## src/rtl/gpr_bank.sv

```systemverilog
module gpr_bank #(
  parameter int NREG = 8,
  parameter int DW   = 32
) (
  input  logic          clk,
  input  logic          rst,
  input  logic [1:0]    ra_size,
  input  logic [3:0]    ra_sel,
  output logic [DW-1:0] ra_data,
  input  logic [1:0]    rb_size,
  input  logic [3:0]    rb_sel,
  output logic [DW-1:0] rb_data,
  input  logic          w_en,
  input  logic [1:0]    w_size,
  input  logic [3:0]    w_sel,
  input  logic [DW-1:0] w_data,
  input  logic          sp_we,
  input  logic [DW-1:0] sp_wdata,
  output logic [DW-1:0] sp_rdata,
  input  logic [1:0]    ix_size,
  input  logic [3:0]    ix_sel,
  output logic [DW-1:0] ix_data,
  output logic          ix_illegal
);
  localparam int AW = $clog2(NREG);
  localparam int HW = DW / 2;
  localparam int BW = DW / 4;
  localparam int SP = NREG - 1;
  localparam logic [1:0] SZ_L = 2'b10;
  localparam logic [1:0] SZ_W = 2'b01;
  localparam logic [1:0] SZ_B = 2'b00;

  logic [DW-1:0] rf [NREG];

  function automatic logic [DW-1:0] pick(input logic [DW-1:0] w,
                                         input logic [1:0] sz, input logic hi);
    case (sz)
      SZ_L:    pick = w;
      SZ_W:    pick = hi ? {{HW{1'b0}}, w[DW-1:HW]} : {{HW{1'b0}}, w[HW-1:0]};
      SZ_B:    pick = hi ? {{(DW-BW){1'b0}}, w[BW-1:0]}
                         : {{(DW-BW){1'b0}}, w[HW-1:BW]};
      default: pick = '0;
    endcase
  endfunction

  function automatic logic [DW-1:0] merge(input logic [DW-1:0] old,
                                          input logic [DW-1:0] nw,
                                          input logic [1:0] sz, input logic hi);
    case (sz)
      SZ_L:    merge = nw;
      SZ_W:    merge = hi ? {nw[HW-1:0], old[HW-1:0]} : {old[DW-1:HW], nw[HW-1:0]};
      SZ_B:    merge = hi ? {old[DW-1:BW], nw[BW-1:0]}
                          : {old[DW-1:HW], nw[BW-1:0], old[BW-1:0]};
      default: merge = old;
    endcase
  endfunction

  logic [AW-1:0] w_reg;
  logic          ix_ok;

  assign w_reg    = w_sel[AW-1:0];
  assign ra_data  = pick(rf[ra_sel[AW-1:0]], ra_size, ra_sel[3]);
  assign rb_data  = pick(rf[rb_sel[AW-1:0]], rb_size, rb_sel[3]);
  assign sp_rdata = rf[SP];

  assign ix_ok = (ix_size == SZ_L) ||
                 (ix_size == SZ_W && !ix_sel[3]) ||
                 (ix_size == SZ_B &&  ix_sel[3]);
  assign ix_illegal = !ix_ok;
  assign ix_data    = ix_ok ? pick(rf[ix_sel[AW-1:0]], ix_size, ix_sel[3]) : '0;

  always_ff @(posedge clk) begin
    if (rst) begin
      for (int i = 0; i < NREG; i++) rf[i] <= '0;
    end else begin
      if (w_en) rf[w_reg] <= merge(rf[w_reg], w_data, w_size, w_sel[3]);
      if (sp_we) rf[SP] <= sp_wdata;
    end
  end
endmodule

```

## config.mk

```make
export PLATFORM = sky130hd
export DESIGN_NAME = gpr_bank
export DESIGN_NICKNAME = d
export VERILOG_FILES = /design/src/rtl/gpr_bank.sv
export SDC_FILE = /design/constraint.sdc
export NUM_CORES = 1
export LEC_CHECK = 0
export BUFFER_PORTS_ARGS = -buffer_cell sky130_fd_sc_hd__buf_2
export CORE_MARGIN = 2
export CORE_UTILIZATION = 30
export CTS_BUF_LIST = sky130_fd_sc_hd__clkbuf_4
export DETAILED_ROUTE_END_ITERATION = 16
export SKIP_LAST_GASP = 1
export SLEW_MARGIN = 20
export SYNTH_ARGS = -nofsm -noshare
export SYNTH_HDL_FRONTEND = slang
export SYNTH_SLANG_ARGS = --single-unit
```

## constraint.sdc

```tcl
create_clock -name clk -period 3.55 [get_ports clk]
set_clock_uncertainty 0.15 [all_clocks]
set_input_delay 0.71 -clock clk [delete_from_list [all_inputs] [get_ports clk]]
set_output_delay 0.71 -clock clk [all_outputs]
set_load 0.05 [all_outputs]
```

# [After elaboration in Yosys (flattened, before gate mapping)]
# Memories as Yosys holds them, arrays and structs flattened.
# Index checks and enable logic that the tools add are counted.
[totals] ff_bits=0 mem_bits_rw=256 input_bits=92 output_inout_bits=129 wordCells=70 n_memories=1
[op_classes] n_eq_ne=18 muxes=27 bitwise=10 reduce_logical=14
[memory_table] memory="rf" words=8 width=32 rd=4 rd_clocked_by_memory_dff=0 wr=8 line_no="33" rtl="logic [DW-1:0] rf [NREG];"
[op_table] operator="32-bit one-hot mux with 3 select lines" n=4
[op_table] operator="32-bit two-way mux" n=6
[op_table] operator="16-bit two-way mux" n=4
[op_table] operator="32-bit OR reduction" n=1
[op_table] operator="8-bit two-way mux" n=3
[op_table] operator="4-bit inequality test (second input constant)" n=5
[op_table] operator="5-bit inequality test (second input constant)" n=3
[op_table] operator="4-bit AND reduction" n=3
[op_table] operator="2-bit by 1-bit equality test with 1-bit output (second input constant)" n=4
[op_table] operator="2-bit equality test (second input constant)" n=4
[op_table] operator="2-bit zero test" n=4
[op_table] operator="1-bit two-way mux" n=8
[op_table] operator="1-bit AND" n=6
[op_table] operator="3-bit two-way mux" n=2
[op_table] operator="3-bit equality test (second input constant)" n=1
[op_table] operator="3-bit inequality test (second input constant)" n=1
[op_table] operator="1-bit NOT" n=3
[op_table] operator="1-bit logical AND" n=2
[op_table] operator="1-bit zero test" n=2
[op_table] operator="1-bit logical OR" n=2
[op_table] operator="1-bit bitwise OR" n=1

# [Longest topological paths before layout]
# Gate-level depths: netlist of the first run.
[logic_depth] word_depth=8 depth_mapped=8 ltp_nobuf=6

# [Worst setup path before layout of the first run]
# OpenSTA, ideal clock, no wires.
[synth_timing] path_kind="input-to-output" from="input port rb_sel[2]" to="output port rb_data[10]" t_arrival_ps=2616 required_time_ps=2690 setup_slack_ps=74 path_stages=4 n_path_buf=2 cell_sequence="buf_1 buf_1 mux2i_1 o21ai_0"
[synth_between] elab_chain_cells=3
[synth_rtl] element="start: declaration" line_no="11" rtl="input logic [3:0] rb_sel,"
[synth_rtl] element="memory read 8 x 32 bit *"
[synth_rtl] element="16-bit two-way mux" line_no="39" rtl="SZ_W: pick = hi ? {{HW{1'b0}}, w[DW-1:HW]} : {{HW{1'b0}}, w[HW-1:0]};"
[synth_rtl] element="32-bit one-hot mux with 3 select lines *" line_no="37" rtl="case (sz)"
[synth_rtl] element="end: declaration" line_no="12" rtl="output logic [DW-1:0] rb_data,"
# Every way passes the cells marked *; elsewhere a longest branch is shown, timed or not.

# [Worst setup path in the final report of the first run]
[layout_timing] from="input port ra_sel[0]" to="output port ra_data[5]"
[layout_between] elab_chain_cells=3 word_cells_on_any_way=4 cone_classes="mux: 3; memory: 1"
[layout_rtl] element="start: declaration" line_no="8" rtl="input logic [3:0] ra_sel,"
[layout_rtl] element="memory read 8 x 32 bit *"
[layout_rtl] element="8-bit two-way mux / 16-bit two-way mux (equally long branches)" line_no="40, 39"
[layout_rtl] element="32-bit one-hot mux with 3 select lines *" line_no="37"
[layout_rtl] element="end: declaration" line_no="9" rtl="output logic [DW-1:0] ra_data,"
# Marked as above.

==> results of run 1 <==
[stage by stage]
stage / setup TNS, ns / worst slack [ns] / hold slack (ns) / utilization (%) / cell area (um^2)
2_1_floorplan: 0 / 0.0739 / 0.747 / - / 16300
3_3_place_gp: -0.166 / -0.0669 / 0.840 / 35.8 / 19200
3_5_place_dp: -0.183 / -0.0774 / 0.846 / 35.8 / 19200
4_1_cts: -0.103 / -0.0272 / 0.0820 / 37.8 / 20300
5_1_grt: -0.321 / -0.0626 / 0.138 / 38.2 / 20500
6_report: -0.0220 / -0.0220 / 0.143 / 38.2 / 20500
[path summary, 6_finish.rpt]
kind | endpoint | from | slack [ns]
setup / recovery | ra_data[5] | ra_sel[0] | -0.02
hold / removal | rf[7][8] | sp_wdata[8] | 0.14
[area by class of cell]
cell class	instances	area, um^2
Fill cell	5124	33200
Multi-Input combinational cell	878	8270
Sequential cell	256	7690
Timing Repair Buffer	399	2880
Tap cell	696	871
Clock buffer	99	743
Clock inverter	17	71.3
Inverter	4	15.0
Antenna cell	2	5.00
[layer usage]
metal	vias to the layer above	part of all wire (%)	GRT usage [%]
met3	105	12	6.13
met4	8	2.6	6.73
met2	943	45	34.6
met5	-	0.075	0
met1	6796	40	30.9
li1	5620	-	-
[logic make-up after synthesis]
logic type	count (synthesis)	synth area share, %
AO/OA/AOI/OAI	136	5.32
XOR/XNOR	1	0.0538
adder cells (fa/ha/maj)	3	0.231
buffers and inverters	104	3.06
flip-flops	256	47.2
multiplexers	294	32.8
AND/OR/NAND/NOR	444	11.3
[placed cells by master (no fill, tap or decap), drive strengths merged]
master | synthesis | layout
edfxtp | 256 | 256
xor2 | 1 | 1
buf | 48 | 396
nand3 | 21 | 21
o2bb2ai | 2 | 2
and2 | 1 | 1
or3b | 2 | 2
or3 | 1 | 1
o22ai | 11 | 11
a22o | 6 | 6
a21oi | 35 | 35
mux2 | 2 | 2
nand4 | 3 | 3
nor2b | 6 | 6
nand2 | 54 | 54
a22oi | 24 | 24
clkinv | 0 | 14
a21boi | 1 | 1
mux2i | 100 | 100
ha | 3 | 3
inv | 4 | 6
nand2b | 27 | 27
clkbuf | 52 | 102
a211o | 2 | 2
nand3b | 2 | 2
diode | 0 | 2
clkinvlp | 0 | 1
and4bb | 1 | 1
mux4 | 192 | 192
nor4b | 1 | 1
o21ai | 37 | 37
nor2 | 321 | 321
nor4 | 3 | 3
a221o | 11 | 11
o21bai | 7 | 7
and3b | 1 | 1
[critical path, delay by kind of cell]
| kind | cells | cell delay (ns) |
|---|---|---|
| mux | 2 | 0.81 |
| compound gates | 2 | 0.59 |
| buf+inv | 3 | 0.57 |
[power groups by stage]
| stage | clock network, uW | registers (uW) | logic, uW |
|---|---|---|---|
| after global routing | 2710 | 3720 | 2590 |
| final | 2510 | 3700 | 2480 |
| after CTS | 2550 | 3690 | 2410 |
| after global placement | 0 | 3740 | 2320 |
| after detailed placement | 0 | 3760 | 2330 |
| after floorplan | 0 | 3780 | 1340 |
[timing repair]
action,CTS,global route
gates cloned,0,2
pin swaps,2,6
setup buffers,12,6
hold buffers,0,0
gates resized for setup,34,44
endpoints found under the setup margin,19,24
==> impl_metrics.toml, run 1 <==
[route]
wl_per_cell_um = 27.2
antenna_left = 0
num_vias = 13500
drtPass1Iterations = 5
drtIter0Drc = 1658
wl_mm = 64.0
drc = 0
vias_per_cell = 5.73

[placement]
dpl.cell_count = 2212
portBuffers = 220
dp_hpwl_mm = 47.1
finalWeightedCongestion = 0.928

[worst_hold_path]
holdPathStages = 3
hp-class = "in -> reg"

[pwr]
comb_power_share_pct = 28.6
vdd.ir_drop.worst_mv = 0.148
p_clk_share_pct = 28.9
power_density_nw_per_um2 = 424
power_uw = 8700
p_switching_uw = 2910
switching_share_pct = 33.4
intPower_uw = 5790
p_leak_uw = 0.00788
sequentialPowerShare_pct = 42.6

[yosys]
ys.flop_type = "edfxtp_1"
synth_area_leaders = "edfxtp_1, mux4_2, nor2_1, mux2i_1, nand2_1"
yosysWarnings = 0
synth_cell_types = 39
synthTopCellsByCount = "nor2_1, edfxtp_1, mux4_2"
ys_ff_latch = 256
synthArstFlopShare_pct = 0
synth_most_common_cell = "nor2_1"
avgSynthCellArea_um2 = 13.2
ys_seq_area_share_pct = 47.2
syn-cell-area_um2 = 16300
synth_top_area_cell = "edfxtp_1"
synth_cells = 1238
synth-edff-count = 256
syn-num-nets = 1333
synth_top_area_share_pct = 47.2

[setup_path]
worstSetupPathType = "in -> out"
crit_slowest_cell = "mux4_2"
endpoint_kind = "primary output"
cp.arrival_ns = 2.71
cpPeakStageDelay_ns = 0.53
cp_data_required_time_ns = 2.69
worstSetupStartpointType = "input pin"
crit_chain = "buf_4 -> buf_12 -> mux4_2 -> mux2i_2 -> o22ai_2 -> a221o_1 -> buf_6"
cp_max_fo = 18

[clock_tree]
path_clk_slew_ns = 0.06
cts_tree = "built"
cts.sinks = 256
cts-buffers-inserted = 70
htreeDepth = 3
cts_buffer_depth = 3
root_buffer = "clkbuf_4"

[timing]
setup_viol = 1
hold_viol_final = 0
fin_crit_sh_pct = 101
worstMarginPinSlew_ns = 1.14
fmax_mhz = 280
slew_viol_final = 0
grt_setup_unrepaired = "yes"
slew_headroom_pct = 23.8
min_period_ns = 3.57
fin_ws_ns = -0.0220

[finish]
post_route_cells_drive_above_1_share_pct = 44.1
nNetsFinal = 1704
reg.largest.list = "rf (256)"
stdcell_count = 2351
area_growth_pct = 26.1
regMostFlops = "rf"
largest_reg_flops = 256

[floorplan]
die_x_um = 237
fp.coreArea_um2 = 53700
die_area_um2 = 56200
die_y_um = 237
ioPinCount = 221
start_util_pct = 30.3
num_rows = 85

[grt]
grt_max_degree = 53
antenna_found_initial = 5
grt_pass1_wl_mm = 91.9
grt_overflow_total = 0
grt_usage_pct = 22.4
grt_pass1_vias = 13400

[status]
violations = "setup timing"
outcome = "finished with violations"

[job]
max-cap-violations = 0
No activity file was read; power rests on OpenSTA's default activity.
==> inputs of run 2 (changes only) <==
--- a/config.mk
+++ b/config.mk
@@ -10,6 +10,7 @@
 export CORE_UTILIZATION = 30
 export CTS_BUF_LIST = sky130_fd_sc_hd__clkbuf_4
 export DETAILED_ROUTE_END_ITERATION = 16
+export SETUP_SLACK_MARGIN = 0.5
 export SKIP_LAST_GASP = 1
 export SLEW_MARGIN = 20
 export SYNTH_ARGS = -nofsm -noshare
==> constraint.sdc (replaced) <==
create_clock -name clk -period 4.2 [get_ports clk]
set_clock_uncertainty 0.15 [all_clocks]
set_input_delay 0.84 -clock clk [delete_from_list [all_inputs] [get_ports clk]]
set_output_delay 0.84 -clock clk [all_outputs]
set_load 0.05 [all_outputs]
==> run 2 against run 1 <==
The run now ends clean; clock power is 4% lower; global-route usage barely moved; core utilization increased by 0.53 points; sequential cell count is the same; cell area increased by 1.4%; total power fell by 12%; sequential power shrank 15%; count of clock-buffer cells in the layout down 2; via count down 0.13%.
==> impl_metrics.toml, run 2 (synthesis results as in run 1) <==
[timing]
fin_setup_tns_ns = 0
worstMarginPinSlew_ns = 1.10
min_period_ns = 3.74
fmax_mhz = 267
fin_crit_sh_pct = 89.1
slew_headroom_pct = 26.5
slew_viol_final = 0
grt_setup_unrepaired = "yes"
setup_viol = 0
hold_viol_final = 0
fin_ws_ns = 0.456

[clock_tree]
htreeDepth = 3
path_clk_slew_ns = 0.08
cts_buffer_depth = 3
cts-buffers-inserted = 71
root_buffer = "clkbuf_4"
holdBufCountCts = 0
cts_tree = "built"
cts.sinks = 256

[setup_path]
critPathMostFrequentCell = "buf_12"
crit_chain = "buf_12 -> buf_12 -> buf_12 -> mux4_2 -> mux2i_1 -> buf_4 -> nor2_1 -> a221o_1 -> buf_6"
worstSetupPathType = "in -> out"
crit_slowest_cell = "mux4_2"
cpPeakStageDelay_ns = 0.49
cp_data_required_time_ns = 3.21
cp.arrival_ns = 2.75
worstSetupStartpointType = "input pin"
cp_max_fo = 6
worst-path-buf-inv = 5
critPathTopFamily = "buffers and inverters"
endpoint_kind = "primary output"

[floorplan]
die_y_um = 237
die_x_um = 237
die_area_um2 = 56200
num_rows = 85
start_util_pct = 30.3
fp.coreArea_um2 = 53700
ioPinCount = 221

[worst_hold_path]
hp-class = "in -> reg"

[placement]
portBuffers = 220
dp_slack_ns = 0.0793
dp_hpwl_mm = 46.5
place_area_um2 = 19000
finalWeightedCongestion = 0.900

[status]
outcome = "finished, final reports clean"

[finish]
postLayoutCellArea_um2 = 20800
layout_common_cells = "nor2_1, edfxtp_1, buf_2"
largest_reg_flops = 256
fill_cells = 5155
nNetsFinal = 1701
layout_commonest_cell = "nor2_1"
reg.largest.list = "rf (256)"
regMostFlops = "rf"
area_growth_pct = 27.9
post_route_cells_drive_above_1_share_pct = 43.8

[grt]
grt_max_degree = 49
antenna_found_initial = 5
grt_pass1_vias = 13300
grt_use_met3_pct = 5.83
grtUsageMet2_pct = 34.6
grt_most_used_layer = "met2"
use_met1_pct = 30.3
grt_usage_pct = 22.4
grt_overflow_total = 0
grt_pass1_wl_mm = 91.0

[route]
drtPass1Iterations = 6
wl_per_cell_um = 27.2
wl_mm = 64.2
num_vias = 13500
drtIter0Drc = 1835
vias_per_cell = 5.70
antenna_left = 0
drc = 0

[pwr]
power_density_nw_per_um2 = 366
p_leak_uw = 0.00800
vdd.ir_drop.worst_mv = 0.130

[job]
max-cap-violations = 0
run 2: cell count changes in the layout (fill, tap and decap cells not counted), moves of 4 or more:
cell       previous run  this run
buf_4               164       143
clkinv_1             11        18
buf_2               193       199
buf_16                1         6
bufinv_16             0         4
mux2i_2              14        18
run 2: repair_timing:
| item | 4_1_cts | 5_1_grt |
|---|---|---|
| buffers inserted | 14 | 11 |
| cloned | 5 | 4 |
| resized for setup | 65 | 29 |
| pin swaps | 2 | 5 |
| endpoints found under the setup margin | 26 | 20 |
run 2: tightest hold or removal path, stage by stage:
cell     delay, ns
buf_2         0.08
nand2_1       0.03
o21ai_0       0.06
run 2: power breakdown:
group          switching [uW]  internal, uW
Clock                    1090          1320
Sequential                148          2980
Combinational            1260           828
run 2: worst paths after layout:
check	from	endpoint	slack (ns)	cells after the start
min	sp_wdata[27]	rf[7][27]	0.25	3
max	rb_sel[0]	rb_data[4]	0.46	9
run 2: layer usage:
| metal | vias to the layer above | part of all wire [%] |
|---|---|---|
| met5 | - | 0 |
| li1 | 5632 | - |
| met3 | 141 | 11 |
| met4 | 0 | 3.8 |
| met1 | 6773 | 39 |
| met2 | 909 | 46 |
run 2: layout make-up:
type / count / area (um^2) / share of cell area [%]
diodes: 5 / 12.5 / 0.0601
clock buffers: 97 / 728 / 3.50
clock inverters: 29 / 223 / 1.07
inverters: 4 / 15.0 / 0.0721
multi-input cells: 878 / 8260 / 39.6
flip-flops and latches: 256 / 7690 / 36.9
well taps: 696 / 871 / 4.18
repair buffers: 395 / 3030 / 14.6
run 2: per-stage QoR:
stage               std cells  util, %  hold WS (ns)  total power (uW)
floorplan                1238        -         0.877              4330
global placement         2192     35.4         0.971              5070
detailed placement       2192     35.4         0.972              5090
CTS                      2337     38.2         0.219              7590
global route             2360     38.8         0.225              7900
finish                   2360     38.8         0.255              7630
==> inputs of run 3 (changes only) <==
--- a/config.mk
+++ b/config.mk
@@ -10,6 +10,7 @@
 export CORE_UTILIZATION = 30
 export CTS_BUF_LIST = sky130_fd_sc_hd__clkbuf_4
 export DETAILED_ROUTE_END_ITERATION = 16
+export REMOVE_ABC_BUFFERS = 1
 export SETUP_SLACK_MARGIN = 0.5
 export SKIP_LAST_GASP = 1
 export SLEW_MARGIN = 20
==> run 3 against run 2 <==
Non-clock buffer count is 19 lower; clock power is 7% lower; setup slack hardly changed; cell area is 0.64% lower; wire length is 5.6% higher; first-iteration DRC count is 4.7% higher; global-route usage is 1.3 points higher; sequential share of layout area is 0.24 points higher; critical endpoint is now ra_data[1]; largest cell class unchanged; largest power group unchanged.
==> impl_metrics.toml, run 3 (synthesis results as in run 1) <==
[timing]
slew_viol_final = 0
slew_headroom_pct = 38.6
fin_crit_sh_pct = 89.2
fin_setup_tns_ns = 0
setup_viol = 0
grt_setup_unrepaired = "yes"
timing.hold.ws_ns = 0.239
fmax_mhz = 267
worstMarginPinSlew_ns = 0.921
min_period_ns = 3.74
hold_viol_final = 0

[job]
max-cap-violations = 0

[pwr]
switching_share_pct = 33.9
comb_power_share_pct = 28.3
power_density_nw_per_um2 = 360
intPower_uw = 4930
p_switching_uw = 2530
vdd.ir_drop.worst_mv = 0.173
p_clk_share_pct = 29.9
sequentialPowerShare_pct = 41.8
p_leak_uw = 0.00785

[finish]
layout_commonest_cell = "nor2_1"
reg.largest.list = "rf (256)"
multi_input_comb_area_um2 = 8380
ff_latch_area_um2 = 7690
fill_cells = 5193
largest_reg_flops = 256
regMostFlops = "rf"
layout_common_cells = "nor2_1, edfxtp_1, buf_2"
nNetsFinal = 1682
post_route_cells_drive_above_1_share_pct = 44.1
area_growth_pct = 27.1

[route]
num_vias = 13800
wl_per_cell_um = 29.0
drtPass1Iterations = 6
antenna_left = 0
drtIter0Drc = 1921
drc = 0
wl_mm = 67.8
vias_per_cell = 5.92

[grt]
grt_pass1_wl_mm = 95.5
grt_usage_pct = 23.7
grt_overflow_total = 0
grt_max_degree = 65
antenna_found_initial = 9
grt_pass1_vias = 13700

[floorplan]
ioPinCount = 221
num_rows = 85
die_area_um2 = 56200
die_x_um = 237
fp.coreArea_um2 = 53700
die_y_um = 237
start_util_pct = 30.3

[setup_path]
cp.arrival_ns = 2.75
cp_max_fo = 4
worstSetupStartpointType = "flop"
endpoint_kind = "primary output"
cp_data_required_time_ns = 3.21
worstSetupPathType = "reg -> out"

[placement]
finalWeightedCongestion = 0.903
dp_hpwl_mm = 47.1
portBuffers = 220

[clock_tree]
holdBufCountCts = 0
cts-buffers-inserted = 71
path_clk_slew_ns = 0.07
htreeDepth = 3
cts_tree = "built"
cts.sinks = 256
root_buffer = "clkbuf_4"
cts_buffer_depth = 3

[worst_hold_path]
hp-class = "in -> reg"

[status]
outcome = "finished, final reports clean"
## run 3: cell type report
type	instances	share of cell area, %
tap	696	4.21
sequential	256	37.1
inverter	4	0.0726
clock inverter	21	0.520
clock buffer	98	3.56
timing repair buffer	376	13.9
antenna	5	0.0605
multi-input combinational	878	40.5
## run 3: path summary, 6_finish.rpt
kind	start	depth (start not counted)	endpoint
setup / recovery	rf[7][9]	6	ra_data[1]
hold / removal	sp_wdata[25]	3	rf[7][25]
## run 3: timing repair
action	in CTS	in global routing
buffers inserted	9	25
pin swaps	10	11
setup endpoints to repair	32	27
gates cloned	9	1
resized for setup	79	49
## run 3: power groups by stage
stage          Clock (uW)  Sequential [uW]  Combinational [uW]
5_1_grt              2370             3130                2190
3_3_place_gp            0             3150                1870
2_1_floorplan           0             3200                1020
6_report             2230             3120                2110
4_1_cts              2250             3110                2020
3_5_place_dp            0             3170                1880
## run 3: layer usage
metal  up-vias  part of all wire [%]  global-route usage (%)
met5         -                 0.061                       0
met4         6                   3.9                    9.46
met3       172                    14                    8.06
met2      1067                    46                    37.2
met1      6980                    37                    30.2
li1       5581                     -                       -
## run 3: metrics by stage
step           total power [uW]  utilization (%)  instance area (um^2)  setup WS, ns  cells
4_1_cts                    7380             37.8                 20300         0.437   2303
3_3_place_gp               5020             35.0                 18800         0.273   2166
6_report                   7460             38.5                 20700         0.455   2334
2_1_floorplan              4210                -                 15800         0.581   1138
3_5_place_dp               5050             35.0                 18800         0.261   2166
5_1_grt                    7690             38.5                 20700         0.419   2331
## run 3: worst max-delay path: stages (launching register included)
cell      delay (ns)
edfxtp_1        0.46
mux4_2          0.50
mux2i_1         0.19
buf_4           0.16
nor2_1          0.07
a221o_1         0.44
buf_6           0.20
